## config.mk

```make
export PLATFORM = sky130hd
export DESIGN_NAME = vreg_i2c_writer
export DESIGN_NICKNAME = d
export VERILOG_FILES = /design/src/rtl/vreg_i2c_pkg.sv /design/src/rtl/vreg_i2c_timer.sv /design/src/rtl/vreg_i2c_regs.sv /design/src/rtl/vreg_i2c_seq.sv /design/src/rtl/vreg_i2c_writer.sv
export SDC_FILE = /design/constraint.sdc
export NUM_CORES = 1
export LEC_CHECK = 0
export BUFFER_PORTS_ARGS = -buffer_cell sky130_fd_sc_hd__buf_2
export CAP_MARGIN = 0
export CELL_PAD_IN_SITES_DETAIL_PLACEMENT = 0
export CELL_PAD_IN_SITES_GLOBAL_PLACEMENT = 1
export CORE_ASPECT_RATIO = 1.75
export CORE_MARGIN = 3
export CORE_UTILIZATION = 35
export DETAILED_ROUTE_END_ITERATION = 6
export PLACE_DENSITY_LB_ADDON = 0.1
export SETUP_SLACK_MARGIN = 0.3
export SLEW_MARGIN = 20
export SYNTH_ARGS = -nofsm -noshare
export SYNTH_HDL_FRONTEND = slang
export SYNTH_SLANG_ARGS = --single-unit
export TNS_END_PERCENT = 5
```

## constraint.sdc

```tcl
create_clock -name clk -period 2.85 [get_ports clk]
set_input_delay 0.57 -clock clk [delete_from_list [all_inputs] [get_ports clk]]
set_output_delay 0.57 -clock clk [all_outputs]
set_load 0.005 [all_outputs]
```

## src/rtl/vreg_i2c_pkg.sv

```systemverilog
package vreg_i2c_pkg;
  localparam int REG_W     = 32;
  localparam int GO_BIT    = 24;
  localparam int NBYTES    = 3;
  localparam int BYTE_IW   = 2;
  localparam logic [REG_W-1:0] FIELD_MASK = 32'h00FF_FF7F;
  localparam logic [REG_W-1:0] MODE_MASK  = 32'h0000_005B;

  typedef enum logic [1:0] {
    SEL_CMD  = 2'd0,
    SEL_TIME = 2'd1,
    SEL_MODE = 2'd2,
    SEL_STAT = 2'd3
  } reg_sel_e;

  typedef enum logic [2:0] {
    PH_IDLE,
    PH_START,
    PH_BIT_L,
    PH_BIT_H,
    PH_STOP_L,
    PH_STOP_H
  } phase_e;
endpackage

```

## src/rtl/vreg_i2c_timer.sv

```systemverilog
module vreg_i2c_timer #(
  parameter int W = 9
) (
  input  logic         clk,
  input  logic         rst,
  input  logic         load,
  input  logic [W-1:0] load_val,
  input  logic         en,
  output logic         zero
);
  logic [W-1:0] cnt_q;

  always_ff @(posedge clk) begin
    if (rst) begin
      cnt_q <= '0;
    end else if (load) begin
      cnt_q <= load_val;
    end else if (en && cnt_q != '0) begin
      cnt_q <= cnt_q - 1'b1;
    end
  end

  assign zero = (cnt_q == '0);
endmodule

```

## src/rtl/vreg_i2c_regs.sv

```systemverilog
module vreg_i2c_regs
  import vreg_i2c_pkg::*;
#(
  parameter int CNT_W = 8
) (
  input  logic             clk,
  input  logic             rst,
  input  logic             reg_wr,
  input  logic [1:0]       reg_addr,
  input  logic [REG_W-1:0] reg_wdata,
  output logic [REG_W-1:0] reg_rdata,
  input  logic             done,
  input  logic             nack_set,
  output logic             launch,
  output logic             go_flag,
  output logic             nack_flag,
  output logic [REG_W-1:0] cmd_word,
  output logic [REG_W-1:0] time_word,
  output logic [CNT_W-1:0] scl_hi,
  output logic [CNT_W-1:0] scl_lo
);
  logic [REG_W-1:0] cmd_q, time_q, mode_q, rd_mux, rdata_q;
  logic             go_q, nack_q;
  logic             wr_cmd, wr_time, wr_mode, wr_stat;

  assign wr_cmd  = reg_wr && (reg_sel_e'(reg_addr) == SEL_CMD);
  assign wr_time = reg_wr && (reg_sel_e'(reg_addr) == SEL_TIME);
  assign wr_mode = reg_wr && (reg_sel_e'(reg_addr) == SEL_MODE);
  assign wr_stat = reg_wr && (reg_sel_e'(reg_addr) == SEL_STAT);
  assign launch  = wr_cmd && !go_q && reg_wdata[GO_BIT];

  always_ff @(posedge clk) begin
    if (rst) begin
      cmd_q  <= '0;
      time_q <= '0;
      mode_q <= '0;
      go_q   <= 1'b0;
      nack_q <= 1'b0;
    end else begin
      if (wr_cmd && !go_q) cmd_q <= reg_wdata & FIELD_MASK;
      if (wr_time && !go_q) time_q <= reg_wdata;
      if (wr_mode) mode_q <= reg_wdata & MODE_MASK;
      if (launch) go_q <= 1'b1;
      else if (done) go_q <= 1'b0;
      if (nack_set) nack_q <= 1'b1;
      else if (wr_stat && ((reg_wdata & 32'h1) != '0)) nack_q <= 1'b0;
    end
  end

  always_comb begin
    case (reg_sel_e'(reg_addr))
      SEL_CMD:  rd_mux = cmd_q | (REG_W'(go_q) << GO_BIT);
      SEL_TIME: rd_mux = time_q;
      SEL_MODE: rd_mux = mode_q;
      default:  rd_mux = {{(REG_W-2){1'b0}}, go_q, nack_q};
    endcase
  end

  always_ff @(posedge clk) begin
    if (rst) rdata_q <= '0;
    else     rdata_q <= rd_mux;
  end

  assign reg_rdata = rdata_q;
  assign go_flag   = go_q;
  assign nack_flag = nack_q;
  assign cmd_word  = cmd_q;
  assign time_word = time_q;
  assign scl_hi    = time_q[0 +: CNT_W];
  assign scl_lo    = time_q[8 +: CNT_W];
endmodule

```

## src/rtl/vreg_i2c_seq.sv

```systemverilog
module vreg_i2c_seq
  import vreg_i2c_pkg::*;
#(
  parameter int CNT_W  = 8,
  parameter int HI_OFS = 5,
  parameter int LO_OFS = 7
) (
  input  logic             clk,
  input  logic             rst,
  input  logic             launch,
  input  logic [6:0]       dev_addr,
  input  logic [7:0]       reg_idx,
  input  logic [7:0]       wr_data,
  input  logic [CNT_W-1:0] scl_hi,
  input  logic [CNT_W-1:0] scl_lo,
  input  logic             scl_in,
  input  logic             sda_in,
  output logic             scl_oe,
  output logic             sda_oe,
  output logic             done,
  output logic             nack_set
);
  localparam int PH_W = CNT_W + 1;

  phase_e             state_q;
  logic [3:0]         bit_q;
  logic [BYTE_IW-1:0] byte_q;
  logic               first_q, scl_q, sda_q;
  logic [7:0]         frame [2**BYTE_IW];
  logic [7:0]         cur_byte;
  logic [PH_W-1:0]    hi_ld, lo_ld, tmr_val;
  logic               tmr_load, tmr_en, tmr_zero;
  logic               high_phase, step, last_bit, last_byte;

  always_comb begin
    frame[0] = {dev_addr, 1'b0};
    frame[1] = reg_idx;
    frame[2] = wr_data;
    frame[3] = 8'h00;
  end
  assign cur_byte = frame[byte_q];

  assign hi_ld      = PH_W'(scl_hi) + PH_W'(HI_OFS - 1);
  assign lo_ld      = PH_W'(scl_lo) + PH_W'(LO_OFS - 1);
  assign high_phase = (state_q == PH_START) || (state_q == PH_BIT_H) || (state_q == PH_STOP_H);
  assign tmr_en     = !high_phase || scl_in;
  assign step       = tmr_zero && tmr_en;
  assign last_bit   = (bit_q == 4'd8);
  assign last_byte  = (byte_q == BYTE_IW'(NBYTES - 1));
  assign nack_set   = (state_q == PH_BIT_H) && step && last_bit && sda_in;
  assign done       = (state_q == PH_STOP_H) && step;

  always_comb begin
    tmr_load = 1'b0;
    tmr_val  = lo_ld;
    case (state_q)
      PH_IDLE: begin
        tmr_load = launch;
        tmr_val  = hi_ld;
      end
      PH_START, PH_BIT_H: tmr_load = step;
      PH_BIT_L, PH_STOP_L: begin
        tmr_load = step;
        tmr_val  = hi_ld;
      end
      default: tmr_load = 1'b0;
    endcase
  end

  vreg_i2c_timer #(.W(PH_W)) u_timer (
    .clk      (clk),
    .rst      (rst),
    .load     (tmr_load),
    .load_val (tmr_val),
    .en       (tmr_en),
    .zero     (tmr_zero)
  );

  always_ff @(posedge clk) begin
    if (rst) begin
      state_q <= PH_IDLE;
      bit_q   <= '0;
      byte_q  <= '0;
      first_q <= 1'b0;
      scl_q   <= 1'b0;
      sda_q   <= 1'b0;
    end else begin
      case (state_q)
        PH_IDLE: if (launch) begin
          state_q <= PH_START;
          sda_q   <= 1'b1;
        end
        PH_START: if (step) begin
          state_q <= PH_BIT_L;
          scl_q   <= 1'b1;
          first_q <= 1'b1;
          bit_q   <= '0;
          byte_q  <= '0;
        end
        PH_BIT_L: begin
          if (first_q) begin
            first_q <= 1'b0;
            sda_q   <= last_bit ? 1'b0 : ~cur_byte[~bit_q[2:0]];
          end
          if (step) begin
            state_q <= PH_BIT_H;
            scl_q   <= 1'b0;
          end
        end
        PH_BIT_H: if (step) begin
          scl_q   <= 1'b1;
          first_q <= 1'b1;
          if (last_bit) begin
            if (sda_in || last_byte) begin
              state_q <= PH_STOP_L;
            end else begin
              state_q <= PH_BIT_L;
              byte_q  <= byte_q + 1'b1;
              bit_q   <= '0;
            end
          end else begin
            state_q <= PH_BIT_L;
            bit_q   <= bit_q + 1'b1;
          end
        end
        PH_STOP_L: begin
          if (first_q) begin
            first_q <= 1'b0;
            sda_q   <= 1'b1;
          end
          if (step) begin
            state_q <= PH_STOP_H;
            scl_q   <= 1'b0;
          end
        end
        PH_STOP_H: if (step) begin
          state_q <= PH_IDLE;
          sda_q   <= 1'b0;
        end
        default: state_q <= PH_IDLE;
      endcase
    end
  end

  assign scl_oe = scl_q;
  assign sda_oe = sda_q;
endmodule

```

## src/rtl/vreg_i2c_writer.sv

```systemverilog
module vreg_i2c_writer
  import vreg_i2c_pkg::*;
#(
  parameter int CNT_W  = 8,
  parameter int HI_OFS = 5,
  parameter int LO_OFS = 7
) (
  input  logic        clk,
  input  logic        rst,
  input  logic        reg_wr,
  input  logic [1:0]  reg_addr,
  input  logic [31:0] reg_wdata,
  output logic [31:0] reg_rdata,
  input  logic        scl_in,
  input  logic        sda_in,
  output logic        scl_oe,
  output logic        sda_oe
);
  logic             launch, go_flag, nack_flag, done, nack_set;
  logic [REG_W-1:0] cmd_word, time_word;
  logic [CNT_W-1:0] scl_hi, scl_lo;

  vreg_i2c_regs #(.CNT_W(CNT_W)) u_regs (
    .clk       (clk),
    .rst       (rst),
    .reg_wr    (reg_wr),
    .reg_addr  (reg_addr),
    .reg_wdata (reg_wdata),
    .reg_rdata (reg_rdata),
    .done      (done),
    .nack_set  (nack_set),
    .launch    (launch),
    .go_flag   (go_flag),
    .nack_flag (nack_flag),
    .cmd_word  (cmd_word),
    .time_word (time_word),
    .scl_hi    (scl_hi),
    .scl_lo    (scl_lo)
  );

  vreg_i2c_seq #(.CNT_W(CNT_W), .HI_OFS(HI_OFS), .LO_OFS(LO_OFS)) u_seq (
    .clk      (clk),
    .rst      (rst),
    .launch   (launch),
    .dev_addr (cmd_word[6:0]),
    .reg_idx  (cmd_word[15:8]),
    .wr_data  (cmd_word[23:16]),
    .scl_hi   (scl_hi),
    .scl_lo   (scl_lo),
    .scl_in   (scl_in),
    .sda_in   (sda_in),
    .scl_oe   (scl_oe),
    .sda_oe   (sda_oe),
    .done     (done),
    .nack_set (nack_set)
  );
endmodule

```

* Yosys cells after proc, flatten, opt, wreduce, memory -nomap -nowiden *
Cells that the tools add are included.

storage, ports and cells
  bits in registers = 115
  input bits = 39
  output and inout port bits = 34
  logic and storage cells = 129

operators by class
  add/sub/neg operators = 5
  magnitude comparators = 2
  equality and inequality tests = 23
  multiplexer cells = 42
  bitwise gates (word level) = 4
  reductions and logical operators = 40

operators by type and width
  kind                                                                      number
  32-bit one-hot mux with 3 select lines                                    1
  9-bit 2-to-1 mux                                                          3
  24-bit by 25-bit bitwise OR with 25-bit output                            1
  3-bit 2-to-1 mux                                                          8
  2-bit by 1-bit inequality test with 1-bit output (second input constant)  10
  8-bit by 3-bit adder with 9-bit output (second input constant)            2
  3-bit one-hot mux with 6 select lines                                     1
  8-bit binary-select mux with 2-bit select                                 1
  4-bit 2-to-1 mux                                                          4
  8-bit 2-to-1 mux                                                          2
  1-bit logical AND                                                         14
  1-bit 2-to-1 mux                                                          11
  5-bit AND reduction                                                       2
  2-bit nonzero test                                                        5
  9-bit zero test                                                           1
  9-bit nonzero test                                                        1
  9-bit by 1-bit subtractor with 9-bit output (second input constant)       1
  2-bit 2-to-1 mux                                                          4
  4-bit one-hot mux with 2 select lines                                     1
  2-bit equality test (second input constant)                               3
  3-bit by 2-bit equality test with 1-bit output (second input constant)    2
  3-bit equality test (second input constant)                               2
  1-bit one-hot mux with 2 select lines                                     3
  6-bit AND reduction                                                       1
  26 further kinds                                                          32

* Logic depth before layout (Yosys ltp) *
Gate-level depths: netlist (run 1).

  depth in word-level cells = 10
  mapped depth = 9
  gate-level depth less buffers = 7

* Modules after synthesis *
From an unflattened synthesis (run 1), not the netlist that was laid out.

unflattened totals
  cell total of the unflattened synthesis = 610
  area, all modules = 5820.6 um^2

modules (own cells, without submodules)
  module          times used  cells each  area each (um^2)  sequential area each (um^2)
  vreg_i2c_regs   1           368         3915.0            1881.8
  vreg_i2c_seq    1           172         1301.2            240.2
  vreg_i2c_timer  1           70          604.3             180.2

* Least setup slack after synthesis (run 1) *
OpenSTA, ideal clock, no wires.

  path kind = reg2reg
  from = register u_seq.u_timer.cnt_q[0]
  to = register u_seq.byte_q[0]
  setup time = 0.128 ns
  arrival time = 1.960 ns
  required time = 2.722 ns
  slack = 0.762 ns
  stages on the path, launching flop included = 9
  path buffers = 1
  clock period less this slack = 2.088 ns
  path through = dfxtp_1 inv_1 ha_1 or3b_2 a2111oi_4 and3_1 buf_6 mux2i_1 nor2_1

on the way
  longest elaborated chain between the ends = 4
  elaborated cells between the ends (all ways) = 5
  those cells by class = eq/ne: 2; reduce/logical: 3

ends and longest elaborated chain
  element                                                     RTL line              source
  start: declaration                                          vreg_i2c_timer.sv:11  logic [W-1:0] cnt_q;
  start signal: assignment                                    vreg_i2c_timer.sv:17  cnt_q <= load_val;
  start signal: assignment                                    vreg_i2c_timer.sv:19  cnt_q <= cnt_q - 1'b1;
  9-bit zero test (*)                                         vreg_i2c_timer.sv:23  assign zero = (cnt_q == '0);
  1-bit logical AND (*)                                       vreg_i2c_seq.sv:47    assign step = tmr_zero && tmr_en;
  2-bit by 1-bit inequality test with 1-bit output (no line)  --
  5-bit AND reduction (no line) (*)                           --
  end signal: assignment                                      vreg_i2c_seq.sv:118   byte_q <= byte_q + 1'b1;
  end: declaration                                            vreg_i2c_seq.sv:27    logic [BYTE_IW-1:0] byte_q;

Every way passes the cells marked *; elsewhere a longest branch is shown, timed or not.
A chain may end at the register's enable or synchronous reset.

* Worst setup path after layout (run 1) *
  from = register u_seq.u_timer.cnt_q[0]
  to = register u_seq.byte_q[1]

The elaborated chain is that of the path after synthesis.

==> results.md, run 1 <==
* Crit Path Class: register to register
* WL final at 14.8 mm
* PortBufs at 72
* Final Hold Vio Count at 0
* Commonest non-fill, non-tap cell in the layout: nand2_1
* CP Capture Type: register
* Post-synth EDFFs at 0
* R2R depth at 8
* GP Congestion at slightly below 0.8
* Worst R2R Setup Slack at around 0.58 ns
* Layout area overhead at 23.2%
* Slew HR at a little under three fifths
* Core Box Area at about 14,000 sq um
* Cell area after layout at between 6000 and 7000 sq um
* Leak pwr at 2.45 nW
* Net Count, Synth at 641
* CP required at around 3.1 ns
* Commonest non-fill, non-tap cells in the layout: nand2_1, dfxtp_1, a21oi_1, buf_2, nor2_1
* Ys flop type: dfxtp_1
* Vias in the first global route at 4,514
* CTS root buf: clkbuf_16
* Largest net degree at the start of global routing at 73
* Setup violation total in the final timing report at 0
* Sequential Power Share at between 30% and 40%
* Cell count after synthesis at 596
* Die area at approximately 16,000 sq um
* I/O Pins at 73
* Clock Power Share at 46.7%
* Max-Cap Viols at 0
* Ys Warns at 0
* Crit path launch type: register
* Power per cell area at around 800 nW/um^2
* Pins over their slew limit at 0
* Cts repair resizes at 0
* # DRC at 0
* Status: complete, no violations
* Internal at ~3.5 mW
* Max Freq at ~0.44 GHz
* Final HPWL DP at 10.5 mm
* Count of state elements after synthesis at between 100 and 150
* Vias per Instance at around 5.2
* WL per Instance at 17.4 um
* Reg-to-reg endpoint: u_seq.byte_q[1]
* CTS Sinks at between 100 and 150
* Util after Layout at roughly 44%
* Critical path arrival at around 2.6 ns
* GRT Total Usage at 19.8%
* Crit path from: u_seq.u_timer.cnt_q[0]
* Die X at 96.6 um
* Clk Latency, worst-skew pair at around 0.40 ns
* Clock Skews at about 0.0096 ns
* CTS tree: done
* Postcts setup bufs at 0
* Max Fanout on Critical Path at 10
* Initial antenna violation count at 0
* Die height at ~160 um
* First-iteration detailed-routing DRC count at around 150
* Peak supply drop at 0.000406 V
* Final min period at around 2.3 ns
* CP endpoint: u_seq.byte_q[1]
* Sw Share at 27.4%
* RSZ-0062 raised after global routing: false
* Count of different cell masters after synthesis at 57
* Ant diodes at 0
* Reg2reg start: u_seq.u_timer.cnt_q[0]
* Row count at 57
* Hold Crit Start: reg_wdata[30]
* H-tree depth at 4
* HP Class: input port to register
* Initial core utilization at 36.0%
* Worst Tran Pin Value at around 0.64 ns
* Async SR Flop Fraction at 0%
* DP Area at 5560 sq um
* Grt total ovfl at 0
* Gate power share at ~16%
* CTS clk-pin slew, worst paths at roughly 0.060 ns
* First-pass GRT wire length at around 23 mm
* Cts bufs inserted at 17
* Final period utilization at 79.7%
* Final Power at 4.85 mW
* Seq/Total Area, Yosys at between 40% and 50%
* Share of cells above drive strength 1 at between 15 and 20%
* Final #Nets at a little over 700
* CTS max path bufs at 2
* DR vias at around 4,400
* Psw at 1.33 mW
* Mapped cell area at slightly above 5000 sq um
* Drt first pass iters at 4
* Setup TNS at 0 ns
* Number of hold buffers added after CTS at 0
* Syn avg cell area at roughly 8.4 sq um
* Final ANT Viol Nets at 0
==> stage by stage <==
stage | setup WS, ns | hold slack (ns) | std cells
3_5_place_dp | 0.597 | 0.442 | 818
5_1_grt | 0.428 | 0.380 | 850
3_3_place_gp | 0.701 | 0.438 | 818
6_report | 0.579 | 0.398 | 850
4_1_cts | 0.579 | 0.382 | 850
2_1_floorplan | 0.762 | 0.432 | 596
==> worst min path at each step <==
stage | to | cells past startpoint
2_1_floorplan | u_regs.time_word[25] | 2
3_3_place_gp | u_regs.time_word[28] | 2
3_5_place_dp | u_regs.time_word[28] | 2
4_1_cts | u_regs.time_word[28] | 3
5_1_grt | u_regs.time_word[26] | 3
6_report | u_regs.time_word[30] | 3
==> worst max-delay path, stage by stage, from the launching register on <==
cell and delay (ns):
dfxtp_1 0.33, inv_1 0.08, ha_1 0.21, or3b_2 0.51, a2111oi_4 0.20, buf_4 0.21, and3_1 0.31, mux2i_1 0.23
nor2_1 0.06
==> power groups by stage <==
stage	clock network, mW	logic (mW)	registers, mW
3_3_place_gp	0	0.781	1.82
6_report	2.26	0.789	1.79
2_1_floorplan	0	0.561	1.80
5_1_grt	2.38	0.878	1.80
3_5_place_dp	0	0.787	1.83
4_1_cts	2.31	0.794	1.79
==> kinds of logic after synthesis <==
kind of cell | synth area share [%]
AO/OA/AOI/OAI | 13.8
multiplexers | 8.61
buffers and inverters | 4.01
adder cells (fa/ha/maj) | 1.49
AND/OR/NAND/NOR | 23.4
XOR/XNOR | 2.96
flip-flops | 45.8
==> state kept, by name (all words and copies together) (netlist names), 2 cells and up <==
| register | flops |
|---|---|
| u_regs.cmd_word | 23 |
| u_regs.mode_q | 5 |
| u_regs.reg_rdata | 32 |
| u_regs.time_word | 32 |
| u_seq.bit_q | 4 |
| u_seq.byte_q | 2 |
| u_seq.state_q | 3 |
| u_seq.u_timer.cnt_q | 9 |
==> Yosys cell counts, drive strengths merged, types with 5 or more instances <==
cell,count,area [sq um]
nand2,127,477
dfxtp,115,2300
a21oi,72,360
nor2,45,169
clkbuf,35,131
mux2i,32,320
nand3,15,75.1
nor3,15,85.1
and3,13,82.6
inv,12,45.0
a211oi,11,82.6
o21ai,9,45.0
xor2,9,78.8
xnor2,8,70.1
ha,6,75.1
nand4,6,37.5
or3,5,31.3
==> final cells by class <==
cell class                 instances  area, sq um
inverter                          12         45.0
multi-input combinational        430         2530
clock inverter                    15          205
sequential                       115         2300
tap                              177          221
clock buffer                      17          425
fill                            1470         7780
timing repair buffer              84          463
==> routing by layer <==
metal | GRT usage, % | wire, um | vias to the layer above
met2 | 36.6 | 8290 | 94
met4 | 8.11 | 354 | 0
met3 | 4.65 | 403 | 28
met5 | 0 | 0 | -
li1 | - | - | 2192
met1 | 20.7 | 5710 | 2111
No activity file was read; power rests on OpenSTA's default activity.
==> run 2, diff against run 1 <==
- clock period: 2.85 -> 2.25 ns (I/O delays scaled with it)
==> results.md, run 2 (same netlist as run 1, synthesis figures left out) <==
* HP Class: input port to register
* DR vias at 4,464 (+0.88%)
* Gate power share at 19.2% (+2.9 points)
* PortBufs at 72 (unchanged)
* Max Fanout on Critical Path at 5 (-5)
* Hold slack at 0.279 ns (-0.118 ns)
* DP Area at 5680 sq um (+2.2%)
* Pins over their slew limit at 0 (unchanged)
* Slew HR at 64.5% (+7.3 points)
* Die height at 165 um (unchanged)
* Post-route insts no fill at 866 (+1.9%)
* RSZ-0062 raised after global routing: true
* Largest net degree at the start of global routing at 71 (-2.7%)
* Row count at 57 (unchanged)
* GRT Total Usage at 19.6% (-0.17 points)
* Peak supply drop at 0.000596 V (+47%)
* CP endpoint: u_seq.byte_q[1]
* Initial core utilization at 36.0% (unchanged)
* Setup violation total in the final timing report at 0 (unchanged)
* Clk Latency, worst-skew pair at 0.40 ns (about the same)
* Crit Path Class: register to register
* Clock Power Share at 44.8% (-1.9 points)
* Crit-path leading delay family: simple AND/OR/NAND/NOR gates
* R2R depth at 6 (-2)
* Reg2reg start: u_seq.u_timer.cnt_q[6]
* First-iteration detailed-routing DRC count at 189 (+23%)
* Core Box Area at 14,000 sq um (unchanged)
* Grt total ovfl at 0 (unchanged)
* CTS clk-pin slew, worst paths at 0.05 ns (about the same)
* Status: complete, no violations
* Drt first pass iters at 4 (unchanged)
* CP Capture Type: register
* WL per Instance at 17.2 um (-0.85%)
* CTS Sinks at 115 (unchanged)
* Final HPWL DP at 10.6 mm (+0.50%)
* Worst R2R Setup Slack at 0.20 ns (-0.38 ns)
* Final #Nets at 722 (+2.4%)
* Cell area after layout at 6370 sq um (+2.9%)
* Final Hold Vio Count at 0 (unchanged)
* I/O Pins at 73 (unchanged)
* CP required at 2.52 ns (-0.61 ns)
* Final ANT Viol Nets at 0 (unchanged)
* Slowest CP cell: or4_4
* Initial antenna violation count at 0 (unchanged)
* Worst Tran Pin Value at 0.527 ns (-0.111 ns)
* Crit path depth at 6 (-2)
* Power per cell area at 992 nW/um^2 (+27%)
* Final min period at 2.05 ns (-0.224 ns)
* Share of cells above drive strength 1 at 23.2% (+3.5 points)
* WL final at 14.9 mm (+1.0%)
* Crit path launch type: register
* Number of hold buffers added after CTS at 0 (unchanged)
* Crit path buffers/inverters at 1 (-1)
* Max Freq at 0.489 GHz (+11%)
* Setup TNS at 0 ns (unchanged)
* Psw at 1.64 mW (+24%)
* Die area at 15,900 sq um (unchanged)
* Crit-path max cell delay at 0.57 ns (+0.06 ns)
* Critical path arrival at 2.32 ns (-0.23 ns)
* CTS tree: done
* Reg-to-reg endpoint: u_seq.byte_q[1]
* H-tree depth at 4 (unchanged)
* Final period utilization at 91.0% (+11 points)
* Clock Skews at 0.0128 ns (+0.00313 ns)
* Util after Layout at 45.6% (+1.3 points)
* # DRC at 0 (unchanged)
* Cts bufs inserted at 17 (unchanged)
* Sequential Power Share at 36.0% (-1.0 points)
* Internal at 4.68 mW (+33%)
* Die X at 96.6 um (unchanged)
* Cell count after placement at 830 (+1.5%)
* GP Congestion at 0.832 (+5.1%)
* Layout area overhead at 26.8%
* Ant diodes at 0 (unchanged)
* Vias in the first global route at 4,468 (-1.0%)
* Max-Cap Viols at 0 (unchanged)
* Crit path from: u_seq.u_timer.cnt_q[6]
* First-pass GRT wire length at 23.2 mm (-0.85%)
* Commonest non-fill, non-tap cells in the layout: nand2_1, dfxtp_1, a21oi_1, buf_2, nor2_1
* CTS max path bufs at 2 (unchanged)
* Vias per Instance at 5.15 (-0.98%)
* CTS root buf: clkbuf_16
* Crit-path cells: or4_4 -> a2111oi_4 -> buf_6 -> and3_4 -> mux2i_1 -> nor2_1
* Commonest non-fill, non-tap cell in the layout: nand2_1
* Leak pwr at 2.53 nW (+3.5%)
* Sw Share at 26.0% (-1.4 points)
[run 2: cell type report]
type                            instances  area [sq um]
Multi-Input combinational cell        430          2560
Clock inverter                          9           153
Timing Repair Buffer                  101           607
Sequential cell                       115          2310
Clock buffer                           22           474
Tap cell                              177           221
Fill cell                            1471          7600
Inverter                               12          45.0
[run 2: worst reg2reg max path, delay by kind of cell (launching register included)]
family	cells	cell delay, ns
buf+inv	1	0.18
flops	1	0.32
simple gates	3	0.82
mux	1	0.19
compound gates	1	0.40
[run 2: how the worst min path moves through the flow]
stage | slack [ns] | startpoint | depth (start not counted) | end
floorplan | 0.43 | u_regs.time_word[25] | 2 | u_regs.time_word[25]
global placement | 0.44 | u_regs.time_word[27] | 2 | u_regs.time_word[27]
detailed placement | 0.44 | u_regs.time_word[26] | 2 | u_regs.time_word[26]
CTS | 0.26 | reg_wdata[26] | 3 | u_regs.time_word[26]
global route | 0.28 | reg_wdata[26] | 3 | u_regs.time_word[26]
finish | 0.28 | reg_wdata[26] | 3 | u_regs.time_word[26]
[run 2: what timing repair did]
item                       4_1_cts  5_1_grt
cloned                           1        0
pin swaps                        4        0
resized for setup                7        3
setup endpoints to repair        9       19
buffers inserted                 4        0
[run 2: metrics by stage]
stage	setup slack, ns	total power, mW
finish	0.203	6.32
global route	0.153	6.60
CTS	0.209	6.39
detailed placement	0.147	3.42
global placement	0.186	3.40
floorplan	0.200	3.03
[run 2: per-layer routing]
layer | vias to the layer above | part of all wire [%] | global-route usage, %
met5 | - | 0 | 0
met3 | 14 | 2.4 | 3.51
li1 | 2230 | - | -
met2 | 77 | 57 | 36.8
met1 | 2143 | 39 | 20.9
met4 | 0 | 2.1 | 7.79
[run 2: power by group through the flow]
stage | clock network, mW | logic, mW | registers, mW
final | 2.83 | 1.21 | 2.27
after CTS | 2.90 | 1.22 | 2.27
after detailed placement | 0 | 1.10 | 2.32
after global placement | 0 | 1.09 | 2.31
after floorplan | 0 | 0.739 | 2.29
after global routing | 2.98 | 1.33 | 2.29
==> run 3, diff against run 2 <==
- CORE_MARGIN: 3 -> 2
==> results.md, run 3 (same netlist as run 1, synthesis figures left out) <==
* CTS root buf: clkbuf_16
* Die X at 94.6 um (-2.1%)
* CP Capture Type: register
* Peak supply drop at 0.000677 V (+13%)
* Cell count after placement at 838 (+0.96%)
* PortBufs at 72 (unchanged)
* Commonest non-fill, non-tap cell in the layout: nand2_1
* First-pass GRT wire length at 24.0 mm (+3.4%)
* Row count at 58 (+1.8%)
* HP Class: input port to register
* Util after Layout at 44.8% (-0.84 points)
* GRT Total Usage at 20.6% (+1.0 points)
* First-iteration detailed-routing DRC count at 217 (+15%)
* Commonest non-fill, non-tap cells in the layout: nand2_1, dfxtp_1, a21oi_1, buf_2, nor2_1
* Clock Skews at 0.00972 ns (-0.00306 ns)
* Cts bufs inserted at 17 (unchanged)
* DR vias at 4,550 (+1.9%)
* WL final at 15.2 mm (+2.3%)
* Max-Cap Viols at 0 (unchanged)
* CTS tree: done
* Slew HR at 66.5% (+2.1 points)
* Layout area overhead at 26.6%
* Vias per Instance at 5.19 (+0.76%)
* Power per cell area at 969 nW/um^2 (-2.3%)
* CTS max path bufs at 2 (unchanged)
* Post-route insts no fill at 876 (+1.2%)
* Worst Tran Pin Value at 0.496 ns (-0.0310 ns)
* Crit Path Class: register to register
* Final #Nets at 728 (+0.83%)
* Vias in the first global route at 4,521 (+1.2%)
* Max Freq at 0.494 GHz (+1.0%)
* Core Box Area at 14,200 sq um (+1.8%)
* Crit path launch type: register
* I/O Pins at 73 (unchanged)
* Final period utilization at 90.1% (-0.90 points)
* Largest net degree at the start of global routing at 36 (-49%)
* Max Fanout on Critical Path at 6 (+1)
* Grt total ovfl at 0 (unchanged)
* Final Hold Vio Count at 0 (unchanged)
* Die height at 163 um (-1.2%)
* CTS Sinks at 115 (unchanged)
* Leak pwr at 2.53 nW (about the same)
* WL per Instance at 17.4 um (+1.1%)
* Ant diodes at 0 (unchanged)
* Drt first pass iters at 4 (unchanged)
* Final ANT Viol Nets at 0 (unchanged)
* RSZ-0062 raised after global routing: true
* Final min period at 2.03 ns (-0.0203 ns)
* GP Congestion at 0.852 (+2.5%)
* # DRC at 0 (unchanged)
* CTS clk-pin slew, worst paths at 0.06 ns (about the same)
* Setup violation total in the final timing report at 0 (unchanged)
* Final HPWL DP at 10.9 mm (+3.1%)
* Die area at 15,400 sq um (-3.3%)
* CP required at 2.53 ns (about the same)
* Initial antenna violation count at 0 (unchanged)
* Status: complete, no violations
* Clk Latency, worst-skew pair at 0.41 ns (about the same)
* Pins over their slew limit at 0 (unchanged)
* Fillers at 1,475 (+0.27%)
* Critical path arrival at 2.31 ns (about the same)
* H-tree depth at 4 (unchanged)
* Initial core utilization at 35.3% (-0.62 points)
* Share of cells above drive strength 1 at 23.9% (+0.63 points)
==> run 3: cell types whose count changed in the layout (fill, tap and decap cells not counted), sizes merged <==
cell      previous run  this run
buf                101       107
bufinv               4         2
clkbuf              22        17
clkinv               2         6
clkinvlp             3         4
inv                 12        15
==> run 3: final cells by class <==
cell class              count  area (sq um)  share of cell area, %
multi-input cells         430          2560                   40.2
flip-flops and latches    115          2310                   36.3
repair buffers            107           643                   10.1
clock buffers              17           425                   6.68
well taps                 180           225                   3.54
clock inverters            15           158                   2.48
inverters                  12          45.0                  0.708
==> run 3: timing repair <==
item | CTS | global route
pin swaps | 5 | 0
hold buffers | 0 | 0
endpoints found under the hold margin | 0 | 0
buffers inserted | 6 | 0
setup endpoints to repair | 19 | 20
gates cloned | 0 | 0
gates resized for setup | 6 | 3
==> run 3: stage by stage <==
step | instance area [sq um] | worst slack, ns | TNS, ns | power [mW] | hold slack, ns
6_report | 6370 | 0.224 | 0 | 6.17 | 0.275
5_1_grt | 6370 | 0.127 | 0 | 6.46 | 0.259
4_1_cts | 6360 | 0.222 | 0 | 6.20 | 0.259
3_5_place_dp | 5710 | -0.0233 | -0.0254 | 3.42 | 0.443
3_3_place_gp | 5710 | 0.0457 | 0 | 3.41 | 0.438
2_1_floorplan | 5040 | 0.200 | 0 | 3.03 | 0.432
==> run 3: layer usage <==
layer | track usage [%] | wire [um] | vias up
li1 | - | - | 2245
met1 | 22.9 | 6040 | 2180
met2 | 38.2 | 8320 | 102
met3 | 3.70 | 523 | 23
met4 | 7.58 | 359 | 0
met5 | 0 | 0 | -
==> run 3: worst paths after layout <==
| check | from | end | depth (start not counted) | slack, ns |
|---|---|---|---|---|
| hold reg to reg | u_regs.time_word[30] | u_regs.time_word[30] | 2 | 0.45 |
| setup reg to reg | u_seq.u_timer.cnt_q[6] | u_seq.bit_q[0] | 7 | 0.22 |
| hold / removal | reg_wdata[30] | u_regs.time_word[30] | 3 | 0.28 |
| setup / recovery | u_seq.u_timer.cnt_q[6] | u_seq.bit_q[0] | 7 | 0.22 |
==> run 3: where the power goes <==
part / switching, mW / internal, mW
Clock: 1.01 / 1.64
Sequential: 0.112 / 2.17
Combinational: 0.643 / 0.606
==> run 3: worst max-delay path, stage by stage (launching register included) <==
cell and delay (ns):
dfxtp_2 0.32, or4_4 0.57, a2111oi_4 0.35, buf_6 0.18, buf_6 0.10, and3_4 0.19, xnor2_1 0.14, nor3_2 0.05
